==> src/rtl/rpb_pkg.sv <==
package rpb_pkg;

    localparam int unsigned WORD_W = 16;

    typedef enum logic [2:0] {
        ST_IDLE,
        ST_WRITE,
        ST_READ,
        ST_CHECK,
        ST_NEXT_PASS,
        ST_DONE
    } rpb_state_e;

    localparam logic [WORD_W-1:0] BG_CHECKER_A = 16'hAA55;
    localparam logic [WORD_W-1:0] BG_CHECKER_B = 16'h55AA;

endpackage

==> src/rtl/rpb_pattern_gen.sv <==
module rpb_pattern_gen #(
    parameter int unsigned RAM_BYTES = 65536,
    parameter int unsigned ADDR_W    = $clog2(RAM_BYTES)
) (
    input  logic [1:0]                  pass_i,
    input  logic [ADDR_W-1:0]           addr_i,
    output logic [rpb_pkg::WORD_W-1:0]  word_o
);
    import rpb_pkg::*;

    localparam logic [WORD_W-1:0] SPAN_MASK = WORD_W'(RAM_BYTES - 1);

    logic [WORD_W-1:0] addr_word;

    generate
        if (ADDR_W >= WORD_W) begin : g_wide
            assign addr_word = addr_i[WORD_W-1:0];
        end else begin : g_narrow
            assign addr_word = {{(WORD_W-ADDR_W){1'b0}}, addr_i};
        end
    endgenerate

    always_comb begin
        unique case (pass_i)
            2'd0:    word_o = addr_word;
            2'd1:    word_o = addr_word ^ SPAN_MASK;
            2'd2:    word_o = BG_CHECKER_A;
            default: word_o = BG_CHECKER_B;
        endcase
    end

endmodule

==> src/rtl/rpb_fault_counter.sv <==
module rpb_fault_counter #(
    parameter int unsigned CNT_W = 8
) (
    input  logic             clk,
    input  logic             rst_n,
    input  logic             clr_i,
    input  logic             hit_i,
    output logic [CNT_W-1:0] cnt_o
);
    localparam logic [CNT_W-1:0] CNT_MAX = '1;

    logic [CNT_W-1:0] cnt_d, cnt_q;

    always_comb begin
        cnt_d = cnt_q;
        if (clr_i) begin
            cnt_d = '0;
        end else if (hit_i && (cnt_q != CNT_MAX)) begin
            cnt_d = cnt_q + CNT_W'(1);
        end
    end

    always_ff @(posedge clk) begin
        if (!rst_n) begin
            cnt_q <= '0;
        end else begin
            cnt_q <= cnt_d;
        end
    end

    assign cnt_o = cnt_q;

endmodule

==> src/rtl/ram_pattern_bist.sv <==
module ram_pattern_bist #(
    parameter int unsigned RAM_BYTES = 65536,
    parameter int unsigned FCNT_W    = 16,
    parameter int unsigned ADDR_W    = $clog2(RAM_BYTES)
) (
    input  logic                         clk,
    input  logic                         rst_n,
    input  logic                         start_i,
    output logic                         done_o,
    output logic                         pass_o,
    output logic [FCNT_W-1:0]            fault_cnt_o,
    output logic [ADDR_W-1:0]            ram_addr_o,
    output logic [rpb_pkg::WORD_W-1:0]   ram_wdata_o,
    output logic                         ram_we_o,
    input  logic [rpb_pkg::WORD_W-1:0]   ram_rdata_i
);
    import rpb_pkg::*;

    localparam logic [ADDR_W-1:0] LAST_ADDR = ADDR_W'(RAM_BYTES - 2);
    localparam logic [ADDR_W-1:0] ADDR_STEP = ADDR_W'(2);
    localparam logic [1:0]        LAST_PASS = 2'd3;

    typedef struct packed {
        rpb_state_e        state;
        logic [1:0]        pass;
        logic [ADDR_W-1:0] addr;
    } ctl_t;

    ctl_t ctl_d, ctl_q;
    rpb_state_e state_q;
    logic start_acc;
    logic mismatch_hit;
    logic [WORD_W-1:0] expected;

    assign state_q = ctl_q.state;

    rpb_pattern_gen #(
        .RAM_BYTES (RAM_BYTES),
        .ADDR_W    (ADDR_W)
    ) i_pattern (
        .pass_i (ctl_q.pass),
        .addr_i (ctl_q.addr),
        .word_o (expected)
    );

    rpb_fault_counter #(
        .CNT_W (FCNT_W)
    ) i_faults (
        .clk   (clk),
        .rst_n (rst_n),
        .clr_i (start_acc),
        .hit_i (mismatch_hit),
        .cnt_o (fault_cnt_o)
    );

    always_comb begin
        ctl_d        = ctl_q;
        start_acc    = 1'b0;
        mismatch_hit = 1'b0;
        unique case (ctl_q.state)
            ST_IDLE, ST_DONE: begin
                if (start_i) begin
                    start_acc   = 1'b1;
                    ctl_d.state = ST_WRITE;
                    ctl_d.pass  = '0;
                    ctl_d.addr  = '0;
                end
            end
            ST_WRITE: begin
                if (ctl_q.addr == LAST_ADDR) begin
                    ctl_d.addr  = '0;
                    ctl_d.state = ST_READ;
                end else begin
                    ctl_d.addr = ctl_q.addr + ADDR_STEP;
                end
            end
            ST_READ: begin
                ctl_d.state = ST_CHECK;
            end
            ST_CHECK: begin
                mismatch_hit = (ram_rdata_i != expected);
                if (ctl_q.addr == LAST_ADDR) begin
                    ctl_d.state = ST_NEXT_PASS;
                end else begin
                    ctl_d.addr  = ctl_q.addr + ADDR_STEP;
                    ctl_d.state = ST_READ;
                end
            end
            ST_NEXT_PASS: begin
                ctl_d.addr = '0;
                if (ctl_q.pass == LAST_PASS) begin
                    ctl_d.state = ST_DONE;
                end else begin
                    ctl_d.pass  = ctl_q.pass + 2'd1;
                    ctl_d.state = ST_WRITE;
                end
            end
            default: begin
                ctl_d.state = ST_IDLE;
            end
        endcase
    end

    always_ff @(posedge clk) begin
        if (!rst_n) begin
            ctl_q <= '{state: ST_IDLE, pass: 2'd0, addr: '0};
        end else begin
            ctl_q <= ctl_d;
        end
    end

    assign ram_addr_o  = ctl_q.addr;
    assign ram_wdata_o = expected;
    assign ram_we_o    = (state_q == ST_WRITE);
    assign done_o      = (state_q == ST_DONE);
    assign pass_o      = done_o && (fault_cnt_o == '0);

endmodule

==> config.mk <==
export PLATFORM = sky130hd
export DESIGN_NAME = ram_pattern_bist
export DESIGN_NICKNAME = d
export VERILOG_FILES = /design/src/rtl/rpb_pkg.sv /design/src/rtl/rpb_pattern_gen.sv /design/src/rtl/rpb_fault_counter.sv /design/src/rtl/ram_pattern_bist.sv
export SDC_FILE = /design/constraint.sdc
export NUM_CORES = 1
export LEC_CHECK = 0
export ABC_AREA = 0
export BUFFER_PORTS_ARGS = -buffer_cell sky130_fd_sc_hd__buf_2
export CORE_ASPECT_RATIO = 1.75
export CORE_MARGIN = 2
export CORE_UTILIZATION = 59
export DETAILED_ROUTE_END_ITERATION = 8
export GPL_ROUTABILITY_DRIVEN = 1
export PLACE_DENSITY = 0.95
export SETUP_SLACK_MARGIN = 0.3
export SLEW_MARGIN = 5
export SYNTH_ARGS = -nofsm -noshare
export SYNTH_HDL_FRONTEND = slang
export SYNTH_SLANG_ARGS = --single-unit
==> constraint.sdc <==
create_clock -name clk -period 4.6 [get_ports clk]
set_input_delay 0.92 -clock clk [delete_from_list [all_inputs] [get_ports clk]]
set_output_delay 0.92 -clock clk [all_outputs]
set_load 0.005 [all_outputs]
==> results of run 1 <==
-- cell usage after synthesis (8+ instances only) --
library cell  instances
o21ai_0              14
nand2b_1              9
nor2_1               35
xnor2_1              10
nor3_1                8
buf_4                17
nand3_1              25
or3_1                 9
inv_1                10
mux2i_1              12
a21oi_1              19
and3_1                8
ha_1                  9
dfxtp_1              36
o21ai_1               8
buf_2                10
nand2_1              21
nor2b_1               9
-- registers in the layout, indices dropped and copies added, names as in the netlist --
register and flops:
state_q 3, i_faults.cnt_o 16, ctl_q 2, ram_addr_o 15
-- critical path, cell delays in order (launching register included) --
cell	delay [ns]
dfxtp_1	0.45
ha_1	0.50
inv_1	0.32
and3_1	0.24
nor4b_2	0.31
nand4_2	0.19
nor4b_4	0.94
or4b_1	0.27
mux2i_1	0.17
-- routing by layer --
| metal | vias up | GRT usage, % |
|---|---|---|
| met5 | - | 0 |
| met4 | 0 | 17.9 |
| met3 | 48 | 3.88 |
| met2 | 185 | 48.3 |
| met1 | 1349 | 30.9 |
| li1 | 1385 | - |
-- logic make-up after synthesis --
group           after synthesis  synth area share (%)
fa+ha+maj                     9                  3.88
flops                        36                  24.8
mux                          14                  5.13
simple gates                165                  33.0
xor+xnor                     15                  4.53
buf+inv                      48                  10.1
compound gates               79                  18.4
other cells                   1                 0.129
-- stage by stage --
step           cells  utilization (%)  setup slack, ns  power, µW
3_5_place_dp     451             65.1             1.14        386
6_report         459             67.4             1.13        664
2_1_floorplan    367                -             2.02        363
3_3_place_gp     451             65.1             1.27        385
5_1_grt          459             67.4            0.852        686
4_1_cts          459             67.4             1.14        666
-- layout make-up --
type                       count  area share, %
multi-input combinational    283           59.5
clock inverter                 3           1.34
timing repair buffer          69           11.0
sequential                    36           22.7
clock buffer                   5           2.17
tap                           52           2.05
inverter                      11           1.30
-- worst max path at each step --
| stage | cells after the start | end | slack, ns | start |
|---|---|---|---|---|
| 3_3_place_gp | 8 | i_faults.cnt_o[11] | 1.27 | ram_rdata_i[9] |
| 4_1_cts | 8 | i_faults.cnt_o[11] | 1.14 | ctl_q[16] |
| 5_1_grt | 9 | i_faults.cnt_o[11] | 0.85 | ctl_q[16] |
| 2_1_floorplan | 7 | i_faults.cnt_o[2] | 2.02 | ram_rdata_i[9] |
| 3_5_place_dp | 8 | i_faults.cnt_o[11] | 1.14 | ram_rdata_i[9] |
| 6_report | 8 | i_faults.cnt_o[11] | 1.13 | ctl_q[16] |
-- power by group --
part	internal [µW]	total [µW]	leakage, µW	switching, µW
clock network	160	284	0.0000541	124
logic	24.5	62.7	0.000995	38.2
registers	313	317	0.000290	4.36
==> impl_summary.md, run 1 <==
Synth
In the synthesized netlist the async set-or-reset flop fraction comes to 0%. The number of instances in the synthesized netlist is between 300 and 400. The synthesized netlist occupies a cell area of 2900 µm². The biggest area contributor in the post-synthesis netlist is dfxtp_1. In this run, distinct cell masters in the synthesized netlist total 60. The count of flip-flops with a built-in enable after synthesis is 0.

In this run, synthesis produced a sequential element count of 36. For this run, the leading register cell type out of synthesis is dfxtp_1. The mean instance size in the synthesized netlist is 7.91 µm².

By area the synthesized netlist is led by dfxtp_1 (25%), nor2_1 (4.5%), buf_4 (4.4%), nand3_1 (4.3%), mux2i_1 (4.1%). For this run, the register share of the synthesized area comes to 24.8%. The Yosys step of the flow raised 0 warnings. Synthesis produced a netlist with a net count of a little under 400.

The top cell type by area accounts for 24.8% of the synthesized area.

Hold path
The worst-case hold path end point is i_faults.cnt_o[4]. The startpoint identified for the worst hold timing path is i_faults.cnt_o[4]. The cell depth of the worst min-delay path is 2. The path category of the worst min-delay check is register to register.

STA
The total count of max-transition violations in the final report is 0. The routed design could run at a clock period as short as 3.47 ns. Hold is met by 0.511 ns. For the pin with the worst max-slew slack, the measured transition is 1.02 ns.

The final-layout setup total negative slack is 0 ns. For this run, the top clock speed supported by timing is about 0.29 GHz. The worst path uses 75.5% of the clock period. Setup repair after global routing left no endpoint under its margin. Setup violations remaining at the end of the flow were counted as 0. The count of final hold-check violations is 0.

Measured against its own limit, the worst slew margin works out to 31.7%. The clock arrives with roughly 0.012 ns of skew.

Setup path
The worst register-to-register path has a depth of 8. The reg-to-reg critical path startpoint is ctl_q[16]. Data on the critical path is required at its endpoint by 4.83 ns. The setup slack of the most critical reg-to-reg path is 1.13 ns. STA puts the critical path data arrival time at 3.70 ns. The critical path is of the register to register type.

The end of the worst register-to-register path is i_faults.cnt_o[11]. STA classifies the critical path endpoint as a register. STA classifies the critical path startpoint as a register. The top fanout value on the critical path is 24.

CTS
After clock tree synthesis, the clock-pin slew on the worst setup and hold paths is 0.08 ns. The source-to-sink clock delay at the later pin of the worst-skew pair is 0.30 ns. TritonCTS built the clock tree.

The post-cts repair resize count is 0. Buffers inserted during clock tree synthesis total 5. The number of buffers added for setup after CTS is 0. After clock tree synthesis, the flow added hold-fix buffers numbering 0. The clock net in this run drives a total of 36 sinks. CTS placed an instance of clkbuf_8 at the clock tree root. The buffer depth of the longest clock path is 2. The maximum level of the CTS H-tree is 2.

Global route
The first-pass GRT wire length is 12.6 mm. The number of global-route vias before repair is 2707. The all-layer global routing usage is 28.0%.

The total overflow left after global routing is 0. Entering global routing, the biggest net connects 25 pins. The initial antenna violation count is 0.

Power
The analysis attributes to cell leakage a power of 0.00134 µW. The total power density per cell area is 209 nW/µm². The worst-case IR drop observed on VDD is 0.303 mV.

Finish
Summing all multi-input logic gate instances after layout gives 1890 µm². Compared with the post-synthesis result, the final layout area differs by 9.35%. Leaving out fill and tap cells, the most frequent cells in the layout are buf_2 (68), dfxtp_1 (36), nor2_1 (35). The number of nets in the finished design is 434. The count of inserted antenna diode cells is 0.

The sequential standard cell area is 721 µm². Leaving out fill and tap cells, the most frequent cell in the layout is buf_2. The fraction of final layout cells sized beyond drive strength 1 is 25.6%. The number of filler cells placed in the layout is 383.

The finished cells cover 3170 µm².

Placed design
The post-detailed-placement cell area is 3060 µm². At the end of routability-driven placement, the weighted congestion stood at 0.884. The port buffer count is 68.

The post-DP HPWL is 5.74 mm.

Routing
The sum of met3 wire segment lengths after detailed routing is ~540 µm. The detailed router put a total of 2.73 mm of wire on met1. The routed length per instance is 16.6 µm. Once detail routing completed, the nets flagged for antenna violations numbered 0.

The detailed-route via count is roughly 3000. The routed design uses 3.85 mm of met2 wire. The sum of routed wire length over all layers is 7.60 mm. The top layer reached by signal wires is met4. The total iterations of the first detailed-routing run is 7. The number of design rule violations left after detail routing is 0. The detailed router finished its first iteration with 158 violations. The vias per cell is 6.46.

Floorplan
From bottom edge to top edge, the die measures 96.8 µm. The number of placement rows is 33. The placeable core region is around 4700 µm². During I/O placement, the number of pins put on the boundary was 70.

The die covers around 5500 µm². The width of the die is 57.0 µm. The effective utilization at floorplan is 61.7%.

Flow run
The number of max-cap violations is 0.

Outcome
The flow ran to the end, and the final reports show no timing, DRC or antenna violations.
Power figures use the tool's default switching activity.
==> run 2, diff against run 1 <==
--- a/config.mk
+++ b/config.mk
@@ -9,10 +9,10 @@
 export BUFFER_PORTS_ARGS = -buffer_cell sky130_fd_sc_hd__buf_2
 export CORE_ASPECT_RATIO = 1.75
 export CORE_MARGIN = 2
-export CORE_UTILIZATION = 59
+export CORE_UTILIZATION = 54
 export DETAILED_ROUTE_END_ITERATION = 8
 export GPL_ROUTABILITY_DRIVEN = 1
-export PLACE_DENSITY = 0.95
+export PLACE_DENSITY = 0.88
 export SETUP_SLACK_MARGIN = 0.3
 export SLEW_MARGIN = 5
 export SYNTH_ARGS = -nofsm -noshare
==> constraint.sdc (replaced) <==
create_clock -name clk -period 3.34 [get_ports clk]
set_input_delay 0.668 -clock clk [delete_from_list [all_inputs] [get_ports clk]]
set_output_delay 0.668 -clock clk [all_outputs]
set_load 0.005 [all_outputs]
==> impl_summary.md, run 2 (same netlist as run 1, synthesis figures left out) <==
STA
Setup repair after global routing left no endpoint under its margin. The count of final setup violators is 0. The worst-case headroom to the max-slew limit is 63.1%. The worst path uses 82.7% of the clock period. The shortest period the worst path allows is about 2.8 ns.

The total count of max-transition violations in the final report is 0. For the pin with the worst max-slew slack, the measured transition is ~0.55 ns. The upper clock frequency limit is 0.362 GHz. The count of final hold-check violations is 0. The final-layout setup total negative slack is 0 ns. The setup skew after layout is 0.00944 ns.

Power
The overall power is 848 µW. In this run the static leakage power is 0.00135 µW. The maximum VDD drop is 0.143 mV. The total power density per cell area is around 270 nW/µm².

Routing
The sum of routed wire length over all layers is 7.46 mm. Routed signal wires occupy layers up through met4. The number of design rule violations left after detail routing is 0.

The met1 routed wirelength after detailed routing is 2.88 mm. Once detail routing completed, the nets flagged for antenna violations numbered 0. After detailed routing, the average wire length per cell comes to 16.0 µm. Summed over all nets, wire length on met3 after detailed routing comes to 418 µm. For this block, the via count after detailed routing is 2889. The routed wire length on met2 is roughly 4.0 mm. The total iterations of the first detailed-routing run is 5. For this block, the initial DRC count from the detailed router was 212.

In the routed layout, each cell is associated on average with a via count of 6.21.

Setup path
The nature of the critical path endpoint is a register. The setup path with the least slack is of type register to register. The kind of start point of the critical path is a register.

Walking the worst path, the cells encountered are inv_1 > ha_1 > nor2b_1 > a211oi_1 > a221oi_1 > nand4_2 > nor4b_4 > buf_4 > or4b_1 > mux2i_1. The largest incremental delay on the critical path is around 0.55 ns. Of all nets on the critical path, the largest fanout is 24.

The endpoint required time on the critical path is 3.52 ns. The worst-path cell with the longest stage delay is or4b_1. Data arrives at the worst endpoint at 2.94 ns.

Floorplan
The width of the die is 59.4 µm. The number of placement rows is 35. The floorplan step defined a core boundary enclosing 5210 µm². The effective utilization at floorplan is 55.7%.

The die outline height is 101 µm. The number of top-level pins is 70. The die footprint is 6000 µm².

CTS
After clock tree synthesis, the flow added hold-fix buffers numbering 0. Buffers added to address setup during post-CTS repair amount to 0. The maximum level of the CTS H-tree is 2. The number of buffers created by CTS is 5. The root buffer cell is clkbuf_8. The clock passes through at most 2 buffers.

After clock tree synthesis, the repair step resized 0 gates. The source-to-sink clock delay at the later pin of the worst-skew pair is around 0.29 ns. The clock-pin slew on the worst setup and hold paths is about 0.07 ns.

The TritonCTS clock tree is built. The clock drives 36 sinks.

Finish
The most common cell after layout, fill and taps aside is buf_2. The register with the most flip-flops in the layout has 16 of them. The fraction of final layout cells sized beyond drive strength 1 is ~26%.

After routing the design area is 3180 µm². In the layout the commonest cells are buf_2 (68), dfxtp_1 (36), nor2_1 (35). The count of inserted antenna diode cells is 0. The synthesis-to-layout area growth is 9.61%. The final core utilization is slightly above 60%. The final layout contains 437 nets.

Global route
The first global-routing pass estimated 12.1 mm of wire. Entering global routing, the biggest net connects 25 pins. The initial antenna violation count is 0. The final global-route overflow total is 0.

The number of global-route vias before repair is 2666. Global routing consumed, over all layers together, 25.6% of the routing resources.

Outcome
The flow ran to the end, and the final reports show no timing, DRC or antenna violations.

Placed design
Once detailed placement completed, the half-perimeter wirelength came to approximately 5.6 mm. Port buffering added 68 buffers. The placed instances occupy a cell area of just over 3000 µm². The final weighted congestion in routability-driven placement is 0.879.

Flow run
Max-cap violations in this run came to 0.

Hold path
The min-delay analysis places its worst path in the category register to register.
run 2: cell count changes in the layout (fill, tap and decap cells not counted):
cell        delta
buf_4          +3
bufinv_16      -1
clkbuf_1       +2
clkbuf_8       +1
clkinv_2       -1
clkinvlp_4     -1
ha_1           -1
ha_2           +1
run 2: final timing paths:
check                           depth (start not counted)  slack (ns)               from                 end
worst min register to register                          2        0.52  i_faults.cnt_o[4]   i_faults.cnt_o[4]
worst max-delay path                                   10        0.58          ctl_q[17]  i_faults.cnt_o[11]
worst min-delay path                                    2        0.52  i_faults.cnt_o[4]   i_faults.cnt_o[4]
worst max register to register                         10        0.58          ctl_q[17]  i_faults.cnt_o[11]
run 2: area by class of cell:
cell class                      count  area, µm²
Clock buffer                        8       90.1
Tap cell                           55       68.8
Fill cell                         462       2030
Timing Repair Buffer               72        370
Inverter                           11       41.3
Multi-Input combinational cell    283       1890
Sequential cell                    36        721
run 2: through the flow:
step	std cells	hold slack [ns]	setup slack (ns)
detailed placement	457	0.506	0.390
global placement	457	0.493	0.485
CTS	465	0.516	0.391
floorplan	367	0.463	0.877
finish	465	0.519	0.576
global route	465	0.548	0.359
run 2: power breakdown:
group	switching, µW	leakage, µW	total [µW]	internal [µW]
Sequential	5.52	0.000290	437	431
Clock	156	0.0000455	324	168
Combinational	53.7	0.00101	87.4	33.7
run 2: layer usage:
| metal | global-route usage, % | vias to the layer above |
|---|---|---|
| met4 | 12.4 | 0 |
| li1 | - | 1389 |
| met2 | 45.1 | 140 |
| met5 | 0 | - |
| met1 | 29.3 | 1343 |
| met3 | 2.82 | 17 |
run 2: critical path: cells and delay by family (launching register included):
| family | cells | cell delay [ns] |
|---|---|---|
| flops | 1 | 0.40 |
| fa+ha+maj | 1 | 0.33 |
| simple gates | 4 | 0.96 |
| buf+inv | 2 | 0.33 |
| compound gates | 2 | 0.52 |
| mux | 1 | 0.13 |
==> run 3, diff against run 2 <==
--- a/config.mk
+++ b/config.mk
@@ -9,10 +9,10 @@
 export BUFFER_PORTS_ARGS = -buffer_cell sky130_fd_sc_hd__buf_2
 export CORE_ASPECT_RATIO = 1.75
 export CORE_MARGIN = 2
-export CORE_UTILIZATION = 54
+export CORE_UTILIZATION = 49
 export DETAILED_ROUTE_END_ITERATION = 8
 export GPL_ROUTABILITY_DRIVEN = 1
-export PLACE_DENSITY = 0.88
+export PLACE_DENSITY = 0.85
 export SETUP_SLACK_MARGIN = 0.3
 export SLEW_MARGIN = 5
 export SYNTH_ARGS = -nofsm -noshare
==> constraint.sdc (replaced) <==
create_clock -name clk -period 2.3 [get_ports clk]
set_input_delay 0.46 -clock clk [delete_from_list [all_inputs] [get_ports clk]]
set_output_delay 0.46 -clock clk [all_outputs]
set_load 0.005 [all_outputs]
==> impl_summary.md, run 3 (same netlist as run 1, synthesis figures left out) <==
Outcome
The run finished, with violations left. The checks that failed: setup timing.

STA
For the pin with the worst max-slew slack, the measured transition is 0.651 ns. The worst-case headroom to the max-slew limit is a little under three fifths. Setup repair after global routing could not meet its margin everywhere. Setup violations remaining at the end of the flow were counted as 18. The count of final hold-check violations is 0. The total count of max-transition violations in the final report is 0. The final hold slack is ~0.52 ns. The worst-case setup margin in the final layout is -0.363 ns.

The worst path in the final design needs a cycle of 2.66 ns, including I/O delays and setup. In the finished design, the share of the clock period the worst path needs comes to 116%. The setup skew after layout is between 0.009 and 0.01 ns. Based on the critical path, the design can be clocked at up to 0.375 GHz.

Global route
Entering global routing, the biggest net connects 22 pins. The initial antenna violation count is 0. For this run, the total global-route usage over all layers was measured as 29.2%.

The number of global-route vias before repair is ~3300. The first-pass GRT wire length is 15.4 mm. The final global-route overflow total is 0.

Finish
After routing the design area is 4080 µm². In the layout the commonest cells are buf_2 (68), buf_4 (49), nor2_1 (30). The register with the most flip-flops in the layout has 16 of them. The most common cell after layout, fill and taps aside is buf_2. The final core utilization is 70.6%. The fraction of final layout cells sized beyond drive strength 1 is a little under half. The number of nets in the finished design is between 400 and 500. Relative to the synthesized area, the layout overhead comes to 40.6%. The count of inserted antenna diode cells is 0.

Routing
The final layout contains routed wiring with a total length of 10.9 mm. The detailed-route via count is 3438. The first detailed-routing pass ran for 5 iterations. The detailed router's first-iteration violation count is just over 400. In the routed design, unresolved DRC markers number 0. Dividing the detail-routed via count by the number of cells gives ~6.3.

Dividing the detail-routed wire length by the instance count gives between 15 and 20 µm. Once detail routing completed, the nets flagged for antenna violations numbered 0.

Power
In this run the static leakage power is 0.00173 µW. VDD sags by at most 0.273 mV. Dividing total power by cell area gives a power density of 322 nW/µm².

Floorplan
The number of placement rows is 37. 70 I/O pins were placed. The effective utilization at floorplan is about half. The total area inside the core boundary comes to 5790 µm².

Measured along the x axis, the die boundary spans 62.2 µm. The die outline height is 106 µm. The die footprint is 6580 µm².

Setup path
Data on the critical path arrives at its endpoint at about 2.9 ns. The kind of start point of the critical path is a register. STA classifies the critical path endpoint as a register. The endpoint identified for the worst register-to-register timing path is i_faults.cnt_o[12]. The termination of the worst setup path is i_faults.cnt_o[12]. The top fanout value on the critical path is 11. Data on the critical path is required at its endpoint by 2.51 ns.

The class of the most critical setup path is register to register. The worst-case reg-to-reg path depth is 12. The setup slack of the most critical reg-to-reg path is -0.36 ns. Tracing the worst setup path back leads to its startpoint at ctl_q[16]. The startpoint identified for the worst register-to-register timing path is ctl_q[16].

CTS
The source-to-sink clock delay at the later pin of the worst-skew pair is around 0.31 ns. For this design, the sink count on the clock tree is 36. In this run, CTS created clock tree buffers numbering 5.

The root buffer cell is clkbuf_8. The clock-pin slew on the worst setup and hold paths is 0.08 ns. The maximum level of the CTS H-tree is 2. TritonCTS built the clock tree. The buffer depth of the longest clock path is 2. The quantity of hold-fixing buffers added after cts is 0.

Placed design
The port buffer count is 68. The final weighted congestion in routability-driven placement is 0.990. Detailed placement ended at an HPWL of 6.72 mm. Before CTS, the worst setup slack after placement is -0.200 ns. The placed instances occupy a cell area of ~3500 µm².

Flow run
Max-cap violations in this run came to 0.

Hold path
The path category of the worst min-delay check is register to register.
run 3: changes by cell type in the layout (fill, tap and decap cells not counted), sizes merged:
cell / change
buf: +60
clkbuf: -1
clkinvlp: +2
run 3: area by class of cell:
cell class	instances	area [µm²]
timing repair buffer	133	932
sequential	36	738
clock inverter	2	15.0
inverter	11	43.8
multi-input combinational	283	2170
fill	391	1700
clock buffer	6	82.6
tap	78	97.6
run 3: report_power, final:
group / internal, µW / leakage (µW) / total, µW / switching (µW)
registers: 624 / 0.000296 / 629 / 5.38
logic: 75.1 / 0.00140 / 177 / 102
clock network: 243 / 0.0000434 / 510 / 267
run 3: stage by stage:
stage          power, µW  setup TNS [ns]  cells
6_report            1320           -4.52    549
5_1_grt             1350           -5.63    549
4_1_cts             1290           -1.81    541
2_1_floorplan        727               0    367
3_5_place_dp         785           -1.84    526
3_3_place_gp         779          -0.462    526
run 3: critical path: stages (launching register included):
cell      delay, ns
dfxtp_4        0.38
buf_6          0.13
ha_4           0.18
buf_6          0.14
mux2i_1        0.17
nand2_1        0.12
xnor2_1        0.33
o311ai_4       0.19
nor4b_4        0.34
buf_12         0.17
buf_6          0.10
o21ai_1        0.07
nor2_1         0.24
run 3: worst min-delay path by stage:
stage	start	end	slack, ns	cells after the start
floorplan	ram_addr_o[14]	ram_addr_o[14]	0.47	1
detailed placement	i_faults.cnt_o[4]	i_faults.cnt_o[4]	0.52	2
global placement	i_faults.cnt_o[4]	i_faults.cnt_o[4]	0.50	2
finish	i_faults.cnt_o[8]	i_faults.cnt_o[8]	0.52	2
global route	i_faults.cnt_o[8]	i_faults.cnt_o[8]	0.53	2
CTS	i_faults.cnt_o[4]	i_faults.cnt_o[4]	0.53	2
run 3: layer usage:
metal,track usage [%],vias up,part of all wire [%]
met4,24.0,0,8.3
met2,54.3,235,52
met5,0,-,0
li1,-,1511,-
met3,5.23,81,6.3
met1,27.2,1611,33
run 3: timing repair:
item                       in CTS  in global routing
resized for setup              33                 47
setup endpoints to repair      39                 45
buffers inserted                7                  7
cloned                          0                  1
pin swaps                      14                 15
